`src/rtl/txwb_pkg.sv`:
```
package txwb_pkg;
    localparam int unsigned TXWB_IDX_W      = 10;
    localparam int unsigned TXWB_MAX_WTH    = 16;
    localparam int unsigned TXWB_TH_W       = 6;
    localparam int unsigned TXWB_ALIGN_BITS = 4;
endpackage

```
`src/rtl/txwb_cfg.sv`:
```
module txwb_cfg #(
    parameter int unsigned ALIGN_BITS = 4
) (
    input  logic        clk,
    input  logic        rst_n,
    input  logic        lo_we,
    input  logic        hi_we,
    input  logic [31:0] wdata,
    output logic        head_en,
    output logic [63:0] head_addr
);
    localparam int unsigned LO_W = 32 - ALIGN_BITS;

    typedef struct packed {
        logic            en;
        logic [LO_W-1:0] lo;
        logic [31:0]     hi;
    } cfg_t;

    cfg_t cfg_d, cfg_q;
    logic unused_low;

    assign unused_low = ^wdata[ALIGN_BITS-1:1];

    always_comb begin
        cfg_d = cfg_q;
        if (lo_we) begin
            cfg_d.en = wdata[0];
            cfg_d.lo = wdata[31:ALIGN_BITS];
        end
        if (hi_we) begin
            cfg_d.hi = wdata;
        end
    end

    always_ff @(posedge clk) begin
        if (!rst_n) cfg_q <= '0;
        else        cfg_q <= cfg_d;
    end

    assign head_en   = cfg_q.en;
    assign head_addr = {cfg_q.hi, cfg_q.lo, {ALIGN_BITS{1'b0}}};
endmodule

```
`src/rtl/txwb_accum.sv`:
```
module txwb_accum #(
    parameter int unsigned IDX_W   = 10,
    parameter int unsigned MAX_WTH = 16,
    parameter int unsigned TH_W    = 6,
    parameter int unsigned CNT_W   = 5
) (
    input  logic             clk,
    input  logic             rst_n,
    input  logic             burst_en,
    input  logic [TH_W-1:0]  thresh,
    input  logic             take,
    input  logic [IDX_W-1:0] idx,
    input  logic             rs,
    input  logic             flush,
    output logic             fire,
    output logic [IDX_W-1:0] fire_first,
    output logic [CNT_W-1:0] fire_cnt,
    output logic             armed
);
    typedef struct packed {
        logic             armed;
        logic [IDX_W-1:0] first;
        logic [CNT_W-1:0] count;
    } acc_t;

    acc_t acc_d, acc_q;
    logic [CNT_W-1:0] limit;

    always_comb begin
        if (!burst_en || thresh == '0)
            limit = CNT_W'(1);
        else if (thresh > TH_W'(MAX_WTH))
            limit = CNT_W'(MAX_WTH);
        else
            limit = thresh[CNT_W-1:0];
    end

    always_comb begin
        acc_d      = acc_q;
        fire       = 1'b0;
        fire_first = '0;
        fire_cnt   = '0;
        if (take) begin
            if (!acc_q.armed) begin
                if (rs) begin
                    acc_d.armed = 1'b1;
                    acc_d.first = idx;
                    acc_d.count = CNT_W'(1);
                end
            end else if (rs || burst_en) begin
                acc_d.count = acc_q.count + CNT_W'(1);
            end
        end
        if (acc_d.armed && (acc_d.count >= limit || flush)) begin
            fire        = 1'b1;
            fire_first  = acc_d.first;
            fire_cnt    = acc_d.count;
            acc_d.armed = 1'b0;
            acc_d.count = '0;
        end
    end

    always_ff @(posedge clk) begin
        if (!rst_n) acc_q <= '0;
        else        acc_q <= acc_d;
    end

    assign armed = acc_q.armed;
endmodule

```
`src/rtl/txwb_ctrl.sv`:
```
module txwb_ctrl
    import txwb_pkg::*;
#(
    parameter int unsigned IDX_W      = TXWB_IDX_W,
    parameter int unsigned MAX_WTH    = TXWB_MAX_WTH,
    parameter int unsigned TH_W       = TXWB_TH_W,
    parameter int unsigned ALIGN_BITS = TXWB_ALIGN_BITS,
    localparam int unsigned CNT_W     = $clog2(MAX_WTH + 1)
) (
    input  logic             clk,
    input  logic             rst_n,
    input  logic             cfg_burst_en,
    input  logic [TH_W-1:0]  cfg_wb_thresh,
    input  logic             cfg_lo_we,
    input  logic             cfg_hi_we,
    input  logic [31:0]      cfg_wdata,
    input  logic             cmp_valid,
    input  logic [IDX_W-1:0] cmp_idx,
    input  logic             cmp_rs,
    input  logic             flush,
    output logic             burst_vld,
    output logic [IDX_W-1:0] burst_first,
    output logic [CNT_W-1:0] burst_cnt,
    output logic             head_vld,
    output logic [IDX_W-1:0] head_idx,
    output logic [63:0]      head_addr
);
    typedef struct packed {
        logic             bv;
        logic [IDX_W-1:0] bf;
        logic [CNT_W-1:0] bc;
        logic             hv;
        logic [IDX_W-1:0] hi;
        logic [63:0]      ha;
    } out_t;

    logic             head_en;
    logic [63:0]      cfg_addr;
    logic             acc_fire;
    logic [IDX_W-1:0] acc_first;
    logic [CNT_W-1:0] acc_cnt;
    logic             acc_armed;
    out_t             out_d, out_q;

    txwb_cfg #(.ALIGN_BITS(ALIGN_BITS)) cfg_i (
        .clk       (clk),
        .rst_n     (rst_n),
        .lo_we     (cfg_lo_we),
        .hi_we     (cfg_hi_we),
        .wdata     (cfg_wdata),
        .head_en   (head_en),
        .head_addr (cfg_addr)
    );

    txwb_accum #(
        .IDX_W   (IDX_W),
        .MAX_WTH (MAX_WTH),
        .TH_W    (TH_W),
        .CNT_W   (CNT_W)
    ) acc_i (
        .clk        (clk),
        .rst_n      (rst_n),
        .burst_en   (cfg_burst_en),
        .thresh     (cfg_wb_thresh),
        .take       (cmp_valid && !head_en),
        .idx        (cmp_idx),
        .rs         (cmp_rs),
        .flush      (flush),
        .fire       (acc_fire),
        .fire_first (acc_first),
        .fire_cnt   (acc_cnt),
        .armed      (acc_armed)
    );

    always_comb begin
        out_d    = out_q;
        out_d.bv = acc_fire;
        out_d.bf = acc_fire ? acc_first : '0;
        out_d.bc = acc_fire ? acc_cnt : '0;
        out_d.hv = cmp_valid && cmp_rs && head_en;
        out_d.hi = out_d.hv ? cmp_idx : '0;
        out_d.ha = cfg_addr;
    end

    always_ff @(posedge clk) begin
        if (!rst_n) out_q <= '0;
        else        out_q <= out_d;
    end

    assign burst_vld   = out_q.bv;
    assign burst_first = out_q.bf;
    assign burst_cnt   = out_q.bc;
    assign head_vld    = out_q.hv;
    assign head_idx    = out_q.hi;
    assign head_addr   = out_q.ha;
endmodule

```
`config.mk`:
```
export PLATFORM = sky130hd
export DESIGN_NAME = txwb_ctrl
export DESIGN_NICKNAME = d
export VERILOG_FILES = /design/src/rtl/txwb_pkg.sv /design/src/rtl/txwb_cfg.sv /design/src/rtl/txwb_accum.sv /design/src/rtl/txwb_ctrl.sv
export SDC_FILE = /design/constraint.sdc
export NUM_CORES = 1
export LEC_CHECK = 0
export ABC_AREA = 1
export CORE_ASPECT_RATIO = 1.75
export CORE_UTILIZATION = 42
export DETAILED_ROUTE_END_ITERATION = 10
export DONT_BUFFER_PORTS = 1
export PLACE_DENSITY = 0.65
export SLEW_MARGIN = 20
export SYNTH_ARGS = -nofsm -noshare
export SYNTH_HDL_FRONTEND = slang
export SYNTH_SLANG_ARGS = --single-unit
```
`constraint.sdc`:
```
create_clock -name clk -period 3.75 [get_ports clk]
set_clock_uncertainty 0.1 [all_clocks]
set_input_delay 0.75 -clock clk [delete_from_list [all_inputs] [get_ports clk]]
set_output_delay 0.75 -clock clk [all_outputs]
set_load 0.01 [all_outputs]
```
# Word-level counts from Yosys, hierarchy flattened
# Index checks and enable logic that the tools add are counted.
[word_totals]
elab_cells = 38
ff_bits = 168
out_inout_bits = 91
in_bits = 56
[op_classes]
n_mux = 8
n_reduce_logical = 13
add_sub_neg = 1
magnitude_cmp = 2
n_bitwise = 1
[op_table]
columns = ["op", "count"]
rows = [
  ["2-to-1 mux 16 bit", 2],
  ["2-to-1 mux 5 bit", 4],
  ["2-to-1 mux 11 bit", 1],
  ["greater-than comparator 6 x 5 -> 1 bit, second input constant", 1],
  ["zero test 6 bit", 1],
  ["adder 5 x 1 -> 5 bit, second input constant", 1],
  [">= comparator 5 bit", 1],
  ["logical AND 1 bit", 4],
  ["logical OR 1 bit", 3],
  ["AND reduction 3 bit", 1],
  ["zero test 1 bit", 2],
  ["AND reduction 2 bit", 1],
  ["OR reduction 2 bit", 1],
  ["2-to-1 mux 1 bit", 1],
  ["NOT 1 bit", 1],
]

# Logic depth before layout (Yosys ltp)
[logic_depth]
word_depth = 9
depth_mapped = 16
depth_no_buf = 16

# Cells and area by module
# From an unflattened synthesis, not the netlist that was laid out.
[unflattened]
hier_cells = 797
hier_area_um2 = 6002.0
[by_module_without_submodules]
columns = ["mod", "n_inst", "seq_area_each_um2", "area_each_um2", "cells_each"]
rows = [
  ["txwb_ctrl", 1, 1821.7, 2618.8, 286],
  ["txwb_cfg", 1, 1221.2, 2398.6, 362],
  ["txwb_accum", 1, 320.3, 984.7, 149],
]

# Worst setup path before layout
# No wires, ideal clock.
[synth_path]
path_type = "input port to flip-flop"
from = "in cfg_wb_thresh[5]"
to = "reg out_q (netlist bit burst_first[0])"
n_path_buf = 1
setup_ps = 64
path_stages = 11
required_time_ps = 3586
slack_ps = 1366
arrival_time_ps = 2220
path_cell_list = "or2_2 o21ai_0 nand3_1 ha_1 nand2_1 nor2_1 nand2_1 nand3_1 nand3_4 buf_6 nor2_1"
[synth_via]
elab_chain_cells = 8
elab_cells_between_ends = 10
classes_between = "order compare: 2; mux: 3; reduce/logical: 5"
[synth_lines]
columns = ["element", "line_no", "source"]
rows = [
  ["start, declared", "txwb_ctrl.sv:13", "input logic [TH_W-1:0] cfg_wb_thresh,"],
  ["greater-than comparator 6 x 5 -> 1 bit or zero test 6 bit (tied branches)", "txwb_accum.sv:32, txwb_accum.sv:30", ""],
  ["2-to-1 mux 5 bit or logical OR 1 bit (tied branches)", "txwb_accum.sv:32, txwb_accum.sv:30", ""],
  ["2-to-1 mux 5 bit *", "txwb_accum.sv:30", "if (!burst_en || thresh == '0)"],
  [">= comparator 5 bit *", "txwb_accum.sv:54", "if (acc_d.armed && (acc_d.count >= limit || flush)) begin"],
  ["logical OR 1 bit *", "txwb_accum.sv:54", ""],
  ["logical AND 1 bit *", "txwb_accum.sv:54", ""],
  ["2-to-1 mux 1 bit", "txwb_accum.sv:54", ""],
  ["AND reduction 3 bit (no source line) *", "n/a", ""],
  ["end signal, assigned", "txwb_ctrl.sv:87", "else out_q <= out_d;"],
  ["end, declared", "txwb_ctrl.sv:43", "out_t out_d, out_q;"],
]
# Every way passes the cells marked *; elsewhere a longest branch is shown, timed or not.
# A chain may end at the register's enable or synchronous reset.

# Worst setup path after layout
[layout_path]
from = "reg acc_i.acc_q[1] in the netlist's numbering"
to = "reg out_q (netlist bit burst_first[7])"
[layout_via]
elab_chain_cells = 9
elab_cells_between_ends = 10
classes_between = "add/sub: 1; order compare: 1; mux: 5; reduce/logical: 3"
[layout_lines]
columns = ["element", "line_no", "source"]
rows = [
  ["start, declared", "txwb_accum.sv:26", "acc_t acc_d, acc_q;"],
  ["start signal, assigned", "txwb_accum.sv:64", "if (!rst_n) acc_q <= '0;"],
  ["start signal, assigned", "txwb_accum.sv:65", "else acc_q <= acc_d;"],
  ["adder 5 x 1 -> 5 bit", "txwb_accum.sv:51", "acc_d.count = acc_q.count + CNT_W'(1);"],
  ["2-to-1 mux 5 bit", "txwb_accum.sv:50", "end else if (rs || burst_en) begin"],
  ["2-to-1 mux 5 bit", "txwb_accum.sv:44", "if (!acc_q.armed) begin"],
  ["2-to-1 mux 16 bit *", "txwb_accum.sv:43", "if (take) begin"],
  [">= comparator 5 bit *", "txwb_accum.sv:54", ""],
  ["logical OR 1 bit *", "txwb_accum.sv:54", ""],
  ["logical AND 1 bit *", "txwb_accum.sv:54", ""],
  ["2-to-1 mux 1 bit", "txwb_accum.sv:54", ""],
  ["AND reduction 3 bit (no source line) *", "n/a", ""],
]
# Marked as above.

==> flow_results.org <==
** Status
- Outcome :: completed

** Clock tree
- Maximum buffer depth of the clock tree :: 2
- The number of setup buffers added after CTS is 0.
- Count of cells resized by post-cts repair :: 0
- The clock tree synthesis step divided the H-tree into 4 levels.
- Clock tree from TritonCTS :: yes
- Clock tree synthesis inserted a total of 17 buffers.
- For the worst-skew pair, the clock arrives at the later sink with an insertion delay of 0.40 ns.
- Clock edge transition at the registers on the reported setup and hold paths :: 0.06 ns
- Number of sinks handled by clock tree synthesis :: 164
- Total of hold buffers inserted after clock tree synthesis :: 0
- Clock tree synthesis selected as its root buffer the cell sky130_fd_sc_hd__clkbuf_16.

** Critical path
- The setup check on the worst reg-to-reg path leaves a slack of 1.39 ns.
- In this design, the stage delay of the slowest critical-path cell is 0.38 ns.
- Slowest cell on the critical path :: sky130_fd_sc_hd__dfxtp_1
- STA classifies the critical path startpoint as a flop.
- Kind of cell with the highest combined delay on the critical path :: simple AND/OR/NAND/NOR gates
- Cell repeated most along the worst path :: sky130_fd_sc_hd__nand2_1
- Critical path buffer and inverter count :: 2
- STA puts the critical path data arrival time at 2.59 ns.
- The critical path is of the flop to flop type.
- The critical path goes through ha_1, inv_1, nor2_1, nand2_1, nand2_1, nand2_1, nand2_1, inv_1, ha_1, nand2_1, nor2_1, nand2_1, nand3_1, nand3_4, nor2_1.
- Required time of the critical path :: 3.98 ns
- CP Max Fanout :: 15
- The worst setup path is captured at a flop.

** Route
- DRC violations left :: 0
- Average wire length per cell after detail routing :: 13.4 um
- Aggregate routed wire length :: 11,300 um
- Ratio of routed vias to standard cells :: 4.62
- The routed layout has 3,915 vias.
- DRC marker count from the first detailed-route iteration :: 99
- TritonRoute pass-1 iters :: 4
- Antenna-violating nets left :: 0

** Final layout
- Cell area after layout :: 6120 um2
- Combined area of the multi-input logic cells :: 1710 um2
- Ratio of cells with drive above 1 in the final layout :: 8.28%
- Layout overhead on the synthesized area :: 10.8%
- For this run, the share of the core covered by cells in the final layout is 47.5%.
- Number of nets at the end of the flow :: 725
- The layout has 1,263 filler cells.
- Antenna diode count :: 0
- Area used by sequential logic in the layout :: 3280 um2

** Timing
- Setup repair after global routing left no endpoint under its margin.
- Worst max-slew margin expressed relative to the limit :: 35.7%
- For the final routed database, the setup TNS stands at 0 ns.
- Tcrit/Tclk final :: 62.9%
- Final setup violation count :: 0
- The number of endpoints with negative hold slack in the final report came to 0.
- Across all hold checks on the routed design, the worst slack comes to 0.325 ns.
- After layout, the minimum clock period comes to 2.36 ns.
- At the pin with the least slew margin, the transition time is 0.958 ns.
- Derived from the worst setup path, the maximum achievable clock frequency is 424 MHz.
- Number of max-slew violations in the final report :: 0

** Yosys
- sky130_fd_sc_hd__dfxtp_1 takes more of the synthesized area than any other cell.
- The commonest cells after synthesis are 166 x sky130_fd_sc_hd__nor2_1, 164 x sky130_fd_sc_hd__dfxtp_1, 107 x sky130_fd_sc_hd__nand2_1, 92 x sky130_fd_sc_hd__inv_1, 64 x sky130_fd_sc_hd__o21ai_0.
- Each instance of the synthesized netlist takes up on average 8.19 um2.
- After synthesis the netlist holds a flip-flop and latch count of 164.
- Summing every instance area after synthesis gives 5520 um2.
- Synthesis instantiated 28 different standard cells from the library.
- FFs w/ async S/R, synth :: 0%
- Flip-flop cell with the highest count after synthesis :: sky130_fd_sc_hd__dfxtp_1
- Synthesis produced 674 cells.
- Top area cells in the synthesized netlist :: sky130_fd_sc_hd__dfxtp_1 59%, sky130_fd_sc_hd__nor2_1 11%, sky130_fd_sc_hd__nand2_1 7.3%
- Of the post-synthesis cell area, the dominant cell type holds 59.4%.
- Syn. warnings :: 0
- Number of flops mapped to enable cells by yosys :: 0
- Sequential elements use 59.4% of the synthesized area.
- sky130_fd_sc_hd__nor2_1 is the most common cell in the netlist.

** GRT
- Total overflow reported by the global router :: 0
- In the global route stage, met3 resource usage came out at 6.33%.
- Via count of the first global-routing pass :: 3,815
- For met2 alone, demand over resource in global routing was 31.2%.
- Met1 demand-to-capacity share in global routing :: 18.4%
- The global routing stage identified its most utilized layer as met2.
- The number of antenna violations at the first check in global routing is 0.
- Entering global routing, the biggest net connects 128 pins.
- Across every metal layer, demand over resource in global routing totals 17.7%.
- Wire length of the first global-routing pass :: 18,500 um

** Floorplanning
- Measured along the x axis, the die boundary spans 88.7 um.
- Measured along the y axis, the die boundary spans 154 um.
- Ports :: 147
- Die area :: 13,600 um2
- Count of standard-cell rows :: 55
- In this run the standard cell core region covers 12,900 um2.
- Initial standard-cell utilization of the core :: 42.9%

** Power
- Maximum vdd ir drop :: 376 uV
- Summed over all cells, the static leakage comes to 3.05 nW.
- Power comes to 3.63 mW.
- For this design the ratio of total power to cell area is 593 nW/um2.

** Placement
- Weighted congestion reported at the end of routability-driven placement :: 0.867
- Once placement finished, the instance area stood at 5580 um2.
- Buffers placed on the I/O ports in this run total 0.
- After legalization and detailed placement, the total HPWL measured 7640 um.

** Hold path
- Path type of the worst min-delay path :: flop to flop

** Flow run
- Max-cap check violation count :: 0
## flip-flops by register name (all words and copies together), names as in the netlist
signal           cells
head_addr           60
burst_vld            1
burst_cnt            5
cfg_i.head_addr     60
acc_i.acc_q         15
head_vld             1
head_idx            10
cfg_i.head_en        1
acc_i.armed          1
burst_first         10
## cell usage in the layout, fill, tap and decap left out, drive strengths merged
cell type and count:
nand4 3, clkinv 6, a21oi 3, dfxtp 164, nor3 1, ha 6, o211ai 1, nand3 11
nor2 171, o21ai 73, conb 4, clkinvlp 4, inv 99, clkbuf 20, nand2 109, or2 1
## final timing paths
| kind | start | to | depth (start not counted) |
|---|---|---|---|
| min reg2reg | cfg_i.head_addr[24]$_SDFFE_PN0P_ | head_addr[24]$_SDFF_PN0_ | 2 |
| max reg2reg | acc_i.acc_q[1]$_SDFF_PP0_ | burst_first[7]$_SDFF_PN0_ | 15 |
| max | acc_i.acc_q[1]$_SDFF_PP0_ | burst_first[7]$_SDFF_PN0_ | 15 |
| min | cfg_i.head_addr[24]$_SDFFE_PN0P_ | head_addr[24]$_SDFF_PN0_ | 2 |
## worst reg2reg max path: stages (launching register included)
cell	delay, ns
sky130_fd_sc_hd__dfxtp_1	0.38
sky130_fd_sc_hd__ha_1	0.22
sky130_fd_sc_hd__inv_1	0.05
sky130_fd_sc_hd__nor2_1	0.14
sky130_fd_sc_hd__nand2_1	0.08
sky130_fd_sc_hd__nand2_1	0.06
sky130_fd_sc_hd__nand2_1	0.04
sky130_fd_sc_hd__nand2_1	0.11
sky130_fd_sc_hd__inv_1	0.06
sky130_fd_sc_hd__ha_1	0.29
sky130_fd_sc_hd__nand2_1	0.07
sky130_fd_sc_hd__nor2_1	0.11
sky130_fd_sc_hd__nand2_1	0.07
sky130_fd_sc_hd__nand3_1	0.13
sky130_fd_sc_hd__nand3_4	0.22
sky130_fd_sc_hd__nor2_1	0.16
## where the power goes
group          internal [mW]  switching, mW
clock network          0.876          0.702
logic                 0.0589          0.102
registers               1.83         0.0574
total                   2.77          0.861
## metrics by stage
stage                     setup WS, ns  cells
after floorplan                   1.37    677
after global placement            1.24    815
after detailed placement          1.15    815
after CTS                         1.39    847
after global routing              1.15    847
final                             1.39    847
## cell families after synthesis
kind of cell / count (synthesis) / synth area share (%)
buf+inv: 130 / 9.81
fa+ha+maj: 6 / 1.36
simple gates: 296 / 21.6
other cells: 1 / 0.0679
flops: 164 / 59.4
compound gates: 77 / 7.70
## final cells by class
| type | count | area share, % |
|---|---|---|
| Tap cell | 171 | 3.50 |
| Sequential cell | 164 | 53.7 |
| Clock inverter | 12 | 1.55 |
| Multi-Input combinational cell | 383 | 27.9 |
| Inverter | 97 | 6.03 |
| Clock buffer | 20 | 7.30 |
## per-layer routing
metal | vias to the layer above | part of all wire, %
met2 | 116 | 52
met4 | 0 | 2.3
met3 | 19 | 6.5
met1 | 1787 | 39
li1 | 1993 | -
met5 | - | 0
(Power assumes the default switching activity.)
